File: config.mk
export PLATFORM = sky130hd
export DESIGN_NAME = uirq_ctrl
export DESIGN_NICKNAME = d
export VERILOG_FILES = /design/src/rtl/uirq_pkg.sv /design/src/rtl/uirq_sticky.sv /design/src/rtl/uirq_rx_timer.sv /design/src/rtl/uirq_prio_enc.sv /design/src/rtl/uirq_ctrl.sv
export SDC_FILE = /design/constraint.sdc
export NUM_CORES = 1
export LEC_CHECK = 0
export BUFFER_PORTS_ARGS = -buffer_cell sky130_fd_sc_hd__buf_2
export CORE_ASPECT_RATIO = 1.1
export CORE_MARGIN = 2
export CORE_UTILIZATION = 45
export DETAILED_ROUTE_END_ITERATION = 8
export PLACE_DENSITY = 0.8
export SLEW_MARGIN = 20
export SYNTH_ARGS = -nofsm -noshare
export SYNTH_HDL_FRONTEND = slang
export SYNTH_SLANG_ARGS = --single-unit
File: constraint.sdc
create_clock -name clk -period 2.4 [get_ports clk]
set_input_delay 0.36 -clock clk [delete_from_list [all_inputs] [get_ports clk]]
set_output_delay 0.36 -clock clk [all_outputs]
set_load 0.02 [all_outputs]
File: src/rtl/uirq_pkg.sv
package uirq_pkg;

   // priority levels, index 0 is the most urgent
   localparam int unsigned NLVL  = 7;
   localparam int unsigned LV_LS = 0;
   localparam int unsigned LV_TO = 1;
   localparam int unsigned LV_RX = 2;
   localparam int unsigned LV_TX = 3;
   localparam int unsigned LV_MS = 4;
   localparam int unsigned LV_XS = 5;
   localparam int unsigned LV_FC = 6;

   // sticky flag slots
   localparam int unsigned NSF    = 7;
   localparam int unsigned SF_LS  = 0;
   localparam int unsigned SF_TX  = 1;
   localparam int unsigned SF_MS  = 2;
   localparam int unsigned SF_XO  = 3;
   localparam int unsigned SF_SP  = 4;
   localparam int unsigned SF_CTS = 5;
   localparam int unsigned SF_RTS = 6;

   // enable vector bit positions
   localparam int unsigned EN_RX  = 0;
   localparam int unsigned EN_TX  = 1;
   localparam int unsigned EN_LS  = 2;
   localparam int unsigned EN_MS  = 3;
   localparam int unsigned EN_XS  = 5;
   localparam int unsigned EN_RTS = 6;
   localparam int unsigned EN_CTS = 7;

   typedef enum logic [5:0] {
      C_NONE = 6'h01,
      C_LS   = 6'h06,
      C_TO   = 6'h0C,
      C_RX   = 6'h04,
      C_TX   = 6'h02,
      C_MS   = 6'h00,
      C_XS   = 6'h10,
      C_FC   = 6'h20
   } isr_code_e;

   function automatic isr_code_e lvl_code(input int unsigned lvl);
      case (lvl)
         LV_LS:   return C_LS;
         LV_TO:   return C_TO;
         LV_RX:   return C_RX;
         LV_TX:   return C_TX;
         LV_MS:   return C_MS;
         LV_XS:   return C_XS;
         LV_FC:   return C_FC;
         default: return C_NONE;
      endcase
   endfunction

endpackage

File: src/rtl/uirq_sticky.sv
module uirq_sticky #(
   parameter int unsigned N = 7
) (
   input  logic         clk,
   input  logic         rst_n,
   input  logic [N-1:0] set,
   input  logic [N-1:0] clr,
   output logic [N-1:0] q
);

   for (genvar i = 0; i < N; i++) begin : g_bit
      always_ff @(posedge clk or negedge rst_n) begin
         if (!rst_n)      q[i] <= 1'b0;
         else if (set[i]) q[i] <= 1'b1;
         else if (clr[i]) q[i] <= 1'b0;
      end

      // a new event beats a same-cycle clear
      a_r3_set_wins: assert property (@(posedge clk) disable iff (!rst_n)
         set[i] |=> q[i]);
      a_r3_clr_only: assert property (@(posedge clk) disable iff (!rst_n)
         (clr[i] && !set[i]) |=> !q[i]);
   end

endmodule

File: src/rtl/uirq_rx_timer.sv
module uirq_rx_timer #(
   parameter int unsigned CHAR_W = 4,
   parameter int unsigned CNT_W  = 6
) (
   input  logic              clk,
   input  logic              rst_n,
   input  logic [CHAR_W-1:0] char_bits,
   input  logic              bit_tick,
   input  logic [CNT_W-1:0]  rx_cnt,
   input  logic              rx_char,
   input  logic              rhr_rd,
   output logic              to_flag
);

   localparam int unsigned TO_MAX = 4 * ((1 << CHAR_W) - 1) + 12;
   localparam int unsigned TO_W   = $clog2(TO_MAX + 1);

   logic [TO_W-1:0] lim;
   logic [TO_W-1:0] cnt;
   logic            restart;

   assign lim     = TO_W'({char_bits, 2'b00}) + TO_W'(12);
   assign restart = rhr_rd || rx_char || (rx_cnt == '0);

   always_ff @(posedge clk or negedge rst_n) begin
      if (!rst_n) begin
         cnt     <= '0;
         to_flag <= 1'b0;
      end else begin
         if (rhr_rd) to_flag <= 1'b0;
         if (restart) begin
            cnt <= '0;
         end else if (bit_tick && !to_flag) begin
            if (cnt == lim - TO_W'(1)) begin
               to_flag <= 1'b1;
               cnt     <= '0;
            end else begin
               cnt <= cnt + TO_W'(1);
            end
         end
      end
   end

   // a receive-data read retires the time-out
   a_r5_rd_clears: assert property (@(posedge clk) disable iff (!rst_n)
      rhr_rd |=> !to_flag);
   // the flag only appears on a tick with data waiting
   a_r5_rise_on_tick: assert property (@(posedge clk) disable iff (!rst_n)
      (!to_flag ##1 to_flag) |-> ($past(bit_tick) && $past(rx_cnt) != '0));
   // counter stays within its limit
   a_r5_cnt_bound: assert property (@(posedge clk) disable iff (!rst_n)
      cnt < lim || restart);

endmodule

File: src/rtl/uirq_prio_enc.sv
module uirq_prio_enc
   import uirq_pkg::*;
#(
   parameter int unsigned N = NLVL
) (
   input  logic [N-1:0] pend,
   output logic [N-1:0] grant,
   output isr_code_e    code,
   output logic         any
);

   always_comb begin
      grant = '0;
      code  = C_NONE;
      for (int i = N - 1; i >= 0; i--) begin
         if (pend[i]) begin
            grant    = '0;
            grant[i] = 1'b1;
            code     = lvl_code(unsigned'(i));
         end
      end
   end

   assign any = |pend;

endmodule

File: src/rtl/uirq_ctrl.sv
module uirq_ctrl
   import uirq_pkg::*;
#(
   parameter int unsigned FIFO_DEPTH = 32,
   parameter int unsigned CHAR_W     = 4,
   parameter bit          TIMEOUT_EN = 1'b1,
   localparam int unsigned CNT_W     = $clog2(FIFO_DEPTH + 1)
) (
   input  logic              clk,
   input  logic              rst_n,
   input  logic [7:0]        ien,
   input  logic              enh_en,
   input  logic [CNT_W-1:0]  rx_cnt,
   input  logic [CNT_W-1:0]  rx_trig,
   input  logic [CNT_W-1:0]  tx_cnt,
   input  logic [CNT_W-1:0]  tx_trig,
   input  logic [CHAR_W-1:0] char_bits,
   input  logic              bit_tick,
   input  logic              rx_char_stb,
   input  logic              rhr_rd_stb,
   input  logic              thr_wr_stb,
   input  logic              isr_rd_stb,
   input  logic              lsr_rd_stb,
   input  logic              msr_rd_stb,
   input  logic [3:0]        line_err_stb,
   input  logic [3:0]        modem_delta_stb,
   input  logic              xoff_stb,
   input  logic              xon_stb,
   input  logic              special_stb,
   input  logic              cts_rise_stb,
   input  logic              rts_rise_stb,
   output logic              irq,
   output logic [5:0]        isr_code
);

   if (FIFO_DEPTH < 2) begin : g_bad_depth
      $error("uirq_ctrl: FIFO_DEPTH must be at least 2");
   end
   if (CHAR_W < 2 || CHAR_W > 6) begin : g_bad_char
      $error("uirq_ctrl: CHAR_W must lie in 2..6");
   end

   logic [NSF-1:0]  sf_set, sf_clr, sf_q;
   logic [NLVL-1:0] pend, grant;
   isr_code_e       code;
   logic            any;
   logic            to_flag;
   logic            tx_cond, tx_cond_q, tx_rise;
   logic            hit_tx, hit_xs;

   // transmit room condition and its rising edge
   assign tx_cond = (tx_cnt <= tx_trig);
   assign tx_rise = tx_cond && !tx_cond_q;

   always_ff @(posedge clk or negedge rst_n) begin
      if (!rst_n) tx_cond_q <= 1'b1;
      else        tx_cond_q <= tx_cond;
   end

   // status-read clears apply only to the code shown in that cycle
   assign hit_tx = isr_rd_stb && (code == C_TX);
   assign hit_xs = isr_rd_stb && (code == C_XS);

   always_comb begin
      sf_set         = '0;
      sf_clr         = '0;
      sf_set[SF_LS]  = |line_err_stb;
      sf_clr[SF_LS]  = lsr_rd_stb;
      sf_set[SF_TX]  = tx_rise;
      sf_clr[SF_TX]  = thr_wr_stb || hit_tx;
      sf_set[SF_MS]  = |modem_delta_stb;
      sf_clr[SF_MS]  = msr_rd_stb;
      sf_set[SF_XO]  = xoff_stb;
      sf_clr[SF_XO]  = xon_stb || hit_xs;
      sf_set[SF_SP]  = special_stb;
      sf_clr[SF_SP]  = rx_char_stb || hit_xs;
      sf_set[SF_CTS] = cts_rise_stb;
      sf_clr[SF_CTS] = msr_rd_stb;
      sf_set[SF_RTS] = rts_rise_stb;
      sf_clr[SF_RTS] = msr_rd_stb;
   end

   uirq_sticky #(.N(NSF)) u_flags (
      .clk   (clk),
      .rst_n (rst_n),
      .set   (sf_set),
      .clr   (sf_clr),
      .q     (sf_q)
   );

   if (TIMEOUT_EN) begin : g_to
      uirq_rx_timer #(.CHAR_W(CHAR_W), .CNT_W(CNT_W)) u_timer (
         .clk       (clk),
         .rst_n     (rst_n),
         .char_bits (char_bits),
         .bit_tick  (bit_tick),
         .rx_cnt    (rx_cnt),
         .rx_char   (rx_char_stb),
         .rhr_rd    (rhr_rd_stb),
         .to_flag   (to_flag)
      );
   end else begin : g_no_to
      assign to_flag = 1'b0;
   end

   // enable gating; flow-control edges also need the enhanced gate
   always_comb begin
      pend        = '0;
      pend[LV_LS] = sf_q[SF_LS] && ien[EN_LS];
      pend[LV_TO] = to_flag && ien[EN_RX];
      pend[LV_RX] = (rx_cnt >= rx_trig) && ien[EN_RX];
      pend[LV_TX] = sf_q[SF_TX] && ien[EN_TX];
      pend[LV_MS] = sf_q[SF_MS] && ien[EN_MS];
      pend[LV_XS] = (sf_q[SF_XO] || sf_q[SF_SP]) && ien[EN_XS];
      pend[LV_FC] = enh_en && ((sf_q[SF_CTS] && ien[EN_CTS]) ||
                               (sf_q[SF_RTS] && ien[EN_RTS]));
   end

   uirq_prio_enc #(.N(NLVL)) u_enc (
      .pend  (pend),
      .grant (grant),
      .code  (code),
      .any   (any)
   );

   assign irq      = any;
   assign isr_code = code;

   // quiet request line means the idle code
   a_r1_idle_code: assert property (@(posedge clk) disable iff (!rst_n)
      !irq |-> isr_code == 6'h01);
   // at most one level is granted
   a_r2_one_grant: assert property (@(posedge clk) disable iff (!rst_n)
      $onehot0(grant));
   // a transmit-data write without a new edge retires transmit ready
   a_r6_thr_clears: assert property (@(posedge clk) disable iff (!rst_n)
      (thr_wr_stb && !tx_rise) |=> !sf_q[SF_TX]);
   // modem-status read retires modem and flow-control flags
   a_r7_msr_clears: assert property (@(posedge clk) disable iff (!rst_n)
      (msr_rd_stb && modem_delta_stb == 4'd0 && !cts_rise_stb && !rts_rise_stb)
      |=> !(sf_q[SF_MS] || sf_q[SF_CTS] || sf_q[SF_RTS]));
   // next received character retires the special flag
   a_r8_spec_next_char: assert property (@(posedge clk) disable iff (!rst_n)
      (rx_char_stb && !special_stb) |=> !sf_q[SF_SP]);
   // flow-control code never shows without the enhanced gate
   a_r9_enh_gate: assert property (@(posedge clk) disable iff (!rst_n)
      !enh_en |-> isr_code != 6'h20);

endmodule

==> results.json, run 1 <==
{
  "p_comb_frac": 0.274,
  "io_buffers": 64,
  "ant_nets": 0,
  "synth_most_common_cell": "inv_1",
  "slowest_stage": "or3b_4",
  "core_area_mm2": 0.00254,
  "hpwl_um": 2600,
  "r2r_slack_ps": 750,
  "slew_violations": 0,
  "sw_frac_of_total": 0.282,
  "drc_errors": 0,
  "numCtsBuffers": 3,
  "hp-class": "primary input to flop",
  "overflow": 0,
  "syn-cell-area_mm2": 0.00123,
  "clkLatencyLatePin_ps": 280,
  "crit_family": "compound AO/OA/AOI/OAI gates",
  "viasPerCell": 5.31,
  "track_usage": 0.213,
  "clock-sinks": 16,
  "path_class": "primary input to output pin",
  "start_kind": "primary input",
  "tightest_slew_ps": 387,
  "worst_ep_arrival_time_ps": 1980,
  "path_depth": 8,
  "wl_per_cell_um": 12.4,
  "synth_area_leader_cell": "dfrtp_1",
  "path_max_fanout": 2,
  "antenna_found_initial": 0,
  "first_pass_iters": 4,
  "yosysWarnings": 0,
  "r2r_start": "g_to.u_timer.cnt[0]$_DFFE_PN0P_",
  "wl_um": 3040,
  "p_sw_w": 0.000182,
  "synth_common_cells": "inv_1, dfrtp_1, ha_1, nand2_1, nand3_1",
  "via_count": 1302,
  "power.density_mw_per_mm2": 392,
  "syn_area_per_cell_um2": 8.58,
  "first_global_vias": 1331,
  "crit_chain": "buf_2 -> ha_1 -> a211o_1 -> a2bb2oi_2 -> o211ai_2 -> or3b_4 -> inv_2 -> buf_2",
  "power.share.clock": 0.275,
  "ioPinCount": 66,
  "cp-startpoint": "rx_cnt[5]",
  "seq_power_share": 0.451,
  "syn-num-nets": 217,
  "drt_iter0_markers": 25,
  "die_w_um": 54.0,
  "grt_pass1_wl_um": 5120,
  "hold_viol": 0,
  "worstPathRequired_ps": 2040,
  "setup_viol": 0,
  "cts.path.max_buffers": 2,
  "start_util": 0.485,
  "rsz0062_at_grt": "no",
  "period_share": 0.975,
  "async_flop_share": 1.00,
  "yosysSeqAreaShare": 0.325,
  "crit_buf_inv": 3,
  "cts_tree": "yes",
  "finalPower_w": 0.000646,
  "timing.rr.end": "g_to.u_timer.cnt[2]$_DFFE_PN0P_",
  "slew_headroom": 0.740,
  "synth_edf_count": 0,
  "netlist_instances": 144,
  "rows": 19,
  "dieHeight_um": 58.9,
  "cts_root_buffer": "clkbuf_4",
  "skew_ps": 7.79,
  "drive_above_1_share": 0.369,
  "reg2reg_depth": 5,
  "status": "completed",
  "p_int_w": 0.000464,
  "ys_top_cells_by_area": "dfrtp_1, ha_1, inv_1",
  "fin_crit_ps": 2340,
  "fmax_mhz": 427,
  "gp_congestion": 0.881,
  "synth-seq-cells": 16,
  "syn_to_final_growth_pct": 33.4,
  "p_leak_nw": 0.883,
  "htreeDepth": 1,
  "cp_common_cell": "buf_2",
  "cap_violations": 0,
  "finalNetCount": 288,
  "synth_ff_type": "dfrtp_1",
  "die_area_mm2": 0.00318,
  "crit_path_end": "isr_code[0]",
  "synth.distinct_cells": 40,
  "antenna_cells": 0,
  "cts_resized": 0,
  "crit_path_end_kind": "output pin",
  "slowest_delay_ps": 420,
  "ir_drop_uv": 388,
  "path_clk_slew_ps": 100,
  "setup_tns_ps": 0,
  "grt_start_max_net_pins": 17,
  "worst_hold_slack_ps": 246,
  "synth_top_area_frac": 0.304
}
[cell usage in the layout (no fill, tap or decap), types with 2 or more instances in the layout]
cell type  netlist  final
nor2_1           8      8
inv_1           18     18
nand4_1          2      2
nand2b_1         4      4
a21o_1           2      2
a31oi_1          2      2
dfrtp_1         15     15
o21ai_0          5      5
ha_1            14     14
o21bai_1         2      2
nand2_1         14     14
nor4_1           6      6
clkbuf_4         0      3
a211o_1          2      2
buf_2            0     64
nand3_1         12     12
a21oi_1          7      7
buf_4            0      3
xnor2_1          5      5
o2111ai_1        2      2
and3_1           2      2
[sequential cells by signal, indices dropped and copies added (netlist names)]
| register | cells |
|---|---|
| g_to.u_timer.cnt | 7 |
| tx_cond_q | 1 |
| g_to.u_timer.to_flag | 1 |
| u_flags.q | 7 |
[how the worst min path moves through the flow]
stage	from	to	cells past startpoint
after CTS	lsr_rd_stb	u_flags.q[0]$_DFFE_PN0P_	2
after floorplan	rst_n	g_to.u_timer.cnt[0]$_DFFE_PN0P_	0
after global routing	lsr_rd_stb	u_flags.q[0]$_DFFE_PN0P_	2
after detailed placement	rst_n	g_to.u_timer.cnt[6]$_DFFE_PN0P_	1
final	lsr_rd_stb	u_flags.q[0]$_DFFE_PN0P_	2
after global placement	rst_n	g_to.u_timer.to_flag$_DFF_PN0_	1
[timing repair]
action | in CTS | in global routing
setup buffers | 0 | 1
endpoints found under the setup margin | 0 | 2
hold buffers | 1 | 0
endpoints found under the hold margin | 15 | 0
[cell families after synthesis]
logic type      share of synthesized area
simple gates                        0.240
compound gates                      0.180
buf+inv                            0.0699
flops                               0.325
fa+ha+maj                           0.142
xor+xnor                           0.0426
[cell type report]
cell class	count	area, um2
Fill cell	227	896
Multi-Input combinational cell	107	747
Sequential cell	16	402
Timing Repair Buffer	68	353
Inverter	19	71.3
Tap cell	31	38.8
Clock buffer	4	36.3
[routing by layer]
layer	up-vias	GRT usage	share of wire
met3	4	0.0482	0.069
met1	600	0.232	0.40
met5	-	0	0
met4	0	0.0586	0.0089
met2	45	0.401	0.53
li1	653	-	-
[per-stage QoR]
stage / worst slack [ps] / cells / utilization / area (um2)
global route: 6.52 / 245 / 0.648 / 1650
finish: 60.1 / 245 / 0.648 / 1650
CTS: 31.3 / 244 / 0.645 / 1640
global placement: 65.3 / 239 / 0.627 / 1590
detailed placement: 32.8 / 239 / 0.627 / 1590
floorplan: 102 / 144 / - / 1230
[power groups by stage]
stage                     clock network, W  logic [W]  registers, W
after floorplan                          0  0.0000910      0.000294
after global placement                   0   0.000164      0.000295
after detailed placement                 0   0.000175      0.000296
after CTS                         0.000183   0.000176      0.000291
after global routing              0.000198   0.000199      0.000293
final                             0.000177   0.000177      0.000292
Power figures use the tool's default switching activity.
==> run 2: changes to the inputs <==
--- a/config.mk
+++ b/config.mk
@@ -8,10 +8,11 @@
 export BUFFER_PORTS_ARGS = -buffer_cell sky130_fd_sc_hd__buf_2
 export CORE_ASPECT_RATIO = 1.1
 export CORE_MARGIN = 2
-export CORE_UTILIZATION = 45
+export CORE_UTILIZATION = 46
 export DETAILED_ROUTE_END_ITERATION = 8
 export PLACE_DENSITY = 0.8
 export SLEW_MARGIN = 20
 export SYNTH_ARGS = -nofsm -noshare
 export SYNTH_HDL_FRONTEND = slang
+export SYNTH_HIERARCHICAL = 1
 export SYNTH_SLANG_ARGS = --single-unit
==> run 2 against run 1 <==
Effect of this change: synthesized cell count rose by 4.9%; global-route usage fell by 1.5 points; first-iteration DRC count rose by 4.0%; final area rose by 8.7%; maximum frequency fell by 0.54%; sequential cell count did not move; critical path type unchanged; critical endpoint is now isr_code[5]; largest cell class unchanged.
==> results.json, run 2 <==
{
  "reg_top3": "g_to.u_timer/cnt x7, u_flags/q x7",
  "hold_viol": 0,
  "track_usage": 0.199,
  "syn_to_final_growth_pct": 37.4,
  "netlist_instances": 151,
  "die_w_um": 54.8,
  "met3_usage": 0.0375,
  "cp_common_cell": "buf_6",
  "crit_path_end_kind": "output pin",
  "p_comb_frac": 0.299,
  "worstPathRequired_ps": 2040,
  "p_sw_w": 0.000190,
  "drc_errors": 0,
  "r2r_start": "g_to.u_timer/to_flag$_DFF_PN0_",
  "numCtsBuffers": 3,
  "skew_ps": 6.59,
  "path_class": "primary input to output pin",
  "setup_viol": 0,
  "cp-startpoint": "rx_cnt[0]",
  "hp-start": "special_stb",
  "gp_congestion": 0.828,
  "slowest_stage": "o31a_1",
  "ioPinCount": 66,
  "fmax_mhz": 425,
  "path_clk_slew_ps": 100,
  "power.density_mw_per_mm2": 374,
  "slew_violations": 0,
  "syn-num-nets": 224,
  "clkLatencyLatePin_ps": 290,
  "antenna_cells": 0,
  "slew_headroom": 0.526,
  "wl_um": 3060,
  "drt_iter0_markers": 26,
  "clock-sinks": 16,
  "first_global_vias": 1308,
  "layout.cells.most_common": "buf_2",
  "power.share.clock": 0.268,
  "syn-cell-area_mm2": 0.00130,
  "cap_violations": 0,
  "period_share": 0.980,
  "seq_power_share": 0.433,
  "cts.path.max_buffers": 2,
  "start_kind": "primary input",
  "status": "completed",
  "tightest_slew_ps": 709,
  "io_buffers": 64,
  "dieHeight_um": 59.8,
  "syn_area_per_cell_um2": 8.63,
  "htreeDepth": 1,
  "via_count": 1304,
  "fin_crit_ps": 2350,
  "final_cell_mix": "buf_2, inv_1, dfrtp_1",
  "cts_setup_buffers": 0,
  "crit_chain": "buf_6 -> inv_4 -> ha_4 -> nand2b_4 -> a21oi_2 -> nor2_1 -> o31a_1 -> nor3_4 -> and4b_2 -> buf_6",
  "wl_per_cell_um": 12.0,
  "place_inst": 249,
  "sw_frac_of_total": 0.284,
  "grt_start_max_net_pins": 17,
  "grtUsageMet1": 0.192,
  "viasPerCell": 5.13,
  "hpwl_um": 2470,
  "p_leak_nw": 0.954,
  "hold_depth": 2,
  "grtUsageMet2": 0.388,
  "core_area_mm2": 0.00273,
  "cts_tree": "yes",
  "finalPower_w": 0.000670,
  "start_util": 0.478,
  "hp-class": "primary input to flop",
  "setup_tns_ps": 0,
  "layout.cells.non_filler": 254,
  "worst_ep_arrival_time_ps": 1990,
  "p_int_w": 0.000480,
  "overflow": 0,
  "slowest_delay_ps": 330,
  "dp_slack_ps": -230,
  "antenna_found_initial": 0,
  "drive_above_1_share": 0.403,
  "path_max_fanout": 4,
  "grt-busiest-layer": "met2",
  "rows": 20,
  "ir_drop_uv": 349,
  "grt_pass1_wl_um": 4750,
  "yosysWarnings": 6,
  "layout_setup_ws_ps": 47.5,
  "cts_root_buffer": "clkbuf_4",
  "first_pass_iters": 4,
  "reg2reg_depth": 10,
  "die_area_mm2": 0.00328,
  "postLayoutCoreUtil": 0.657,
  "ant_nets": 0,
  "rsz0062_at_grt": "no",
  "finalNetCount": 295
}
[run 2: layout make-up]
class	instances	area, um2
Clock buffer	4	36.3
Fill cell	243	936
Inverter	23	88.8
Multi-Input combinational cell	110	846
Sequential cell	16	402
Tap cell	33	41.3
Timing Repair Buffer	68	378
[run 2: layer usage]
layer / part of all wire / wire length, um / vias to the layer above
li1: - / - / 673
met3: 0.044 / 135 / 6
met2: 0.54 / 1640 / 40
met4: 0.021 / 65 / 0
met1: 0.40 / 1220 / 585
met5: 0 / 0 / -
[run 2: power groups by stage]
stage	Combinational (W)	Sequential, W	Clock [W]
after floorplan	0.000104	0.000293	0
after global placement	0.000177	0.000295	0
after detailed placement	0.000184	0.000295	0
after CTS	0.000187	0.000290	0.000188
after global routing	0.000224	0.000292	0.000198
final	0.000200	0.000290	0.000180
[run 2: repair_timing]
| item | 4_1_cts | 5_1_grt |
|---|---|---|
| endpoints found under the setup margin | 3 | 5 |
| hold buffers | 1 | 0 |
| endpoints found under the hold margin | 15 | 0 |
| gates resized for setup | 3 | 12 |
| pin swaps | 1 | 6 |
[run 2: worst max-delay path: cells and delay by family]
family	cells	cell delay [ps]
fa+ha+maj	1	180
compound gates	2	450
simple gates	4	730
buf+inv	3	260
[run 2: stage by stage]
step           instance area (um2)  hold WS, ps
3_5_place_dp                  1670          297
6_report                      1790          240
5_1_grt                       1790          230
3_3_place_gp                  1670          294
4_1_cts                       1730          233
2_1_floorplan                 1310         64.4
[run 2: path summary, 6_finish.rpt]
| kind | to | slack (ps) |
|---|---|---|
| worst max-delay path | isr_code[5] | 50 |
| worst min-delay path | u_flags/q[4]$_DFFE_PN0P_ | 240 |
| worst max register to register | u_flags/q[3]$_DFFE_PN0P_ | 490 |
| worst min register to register | u_flags/q[1]$_DFFE_PN0P_ | 480 |
| max in group asynchronous | tx_cond_q$_DFF_PN1_ | 1550 |
| min in group asynchronous | u_flags/q[0]$_DFFE_PN0P_ | 530 |
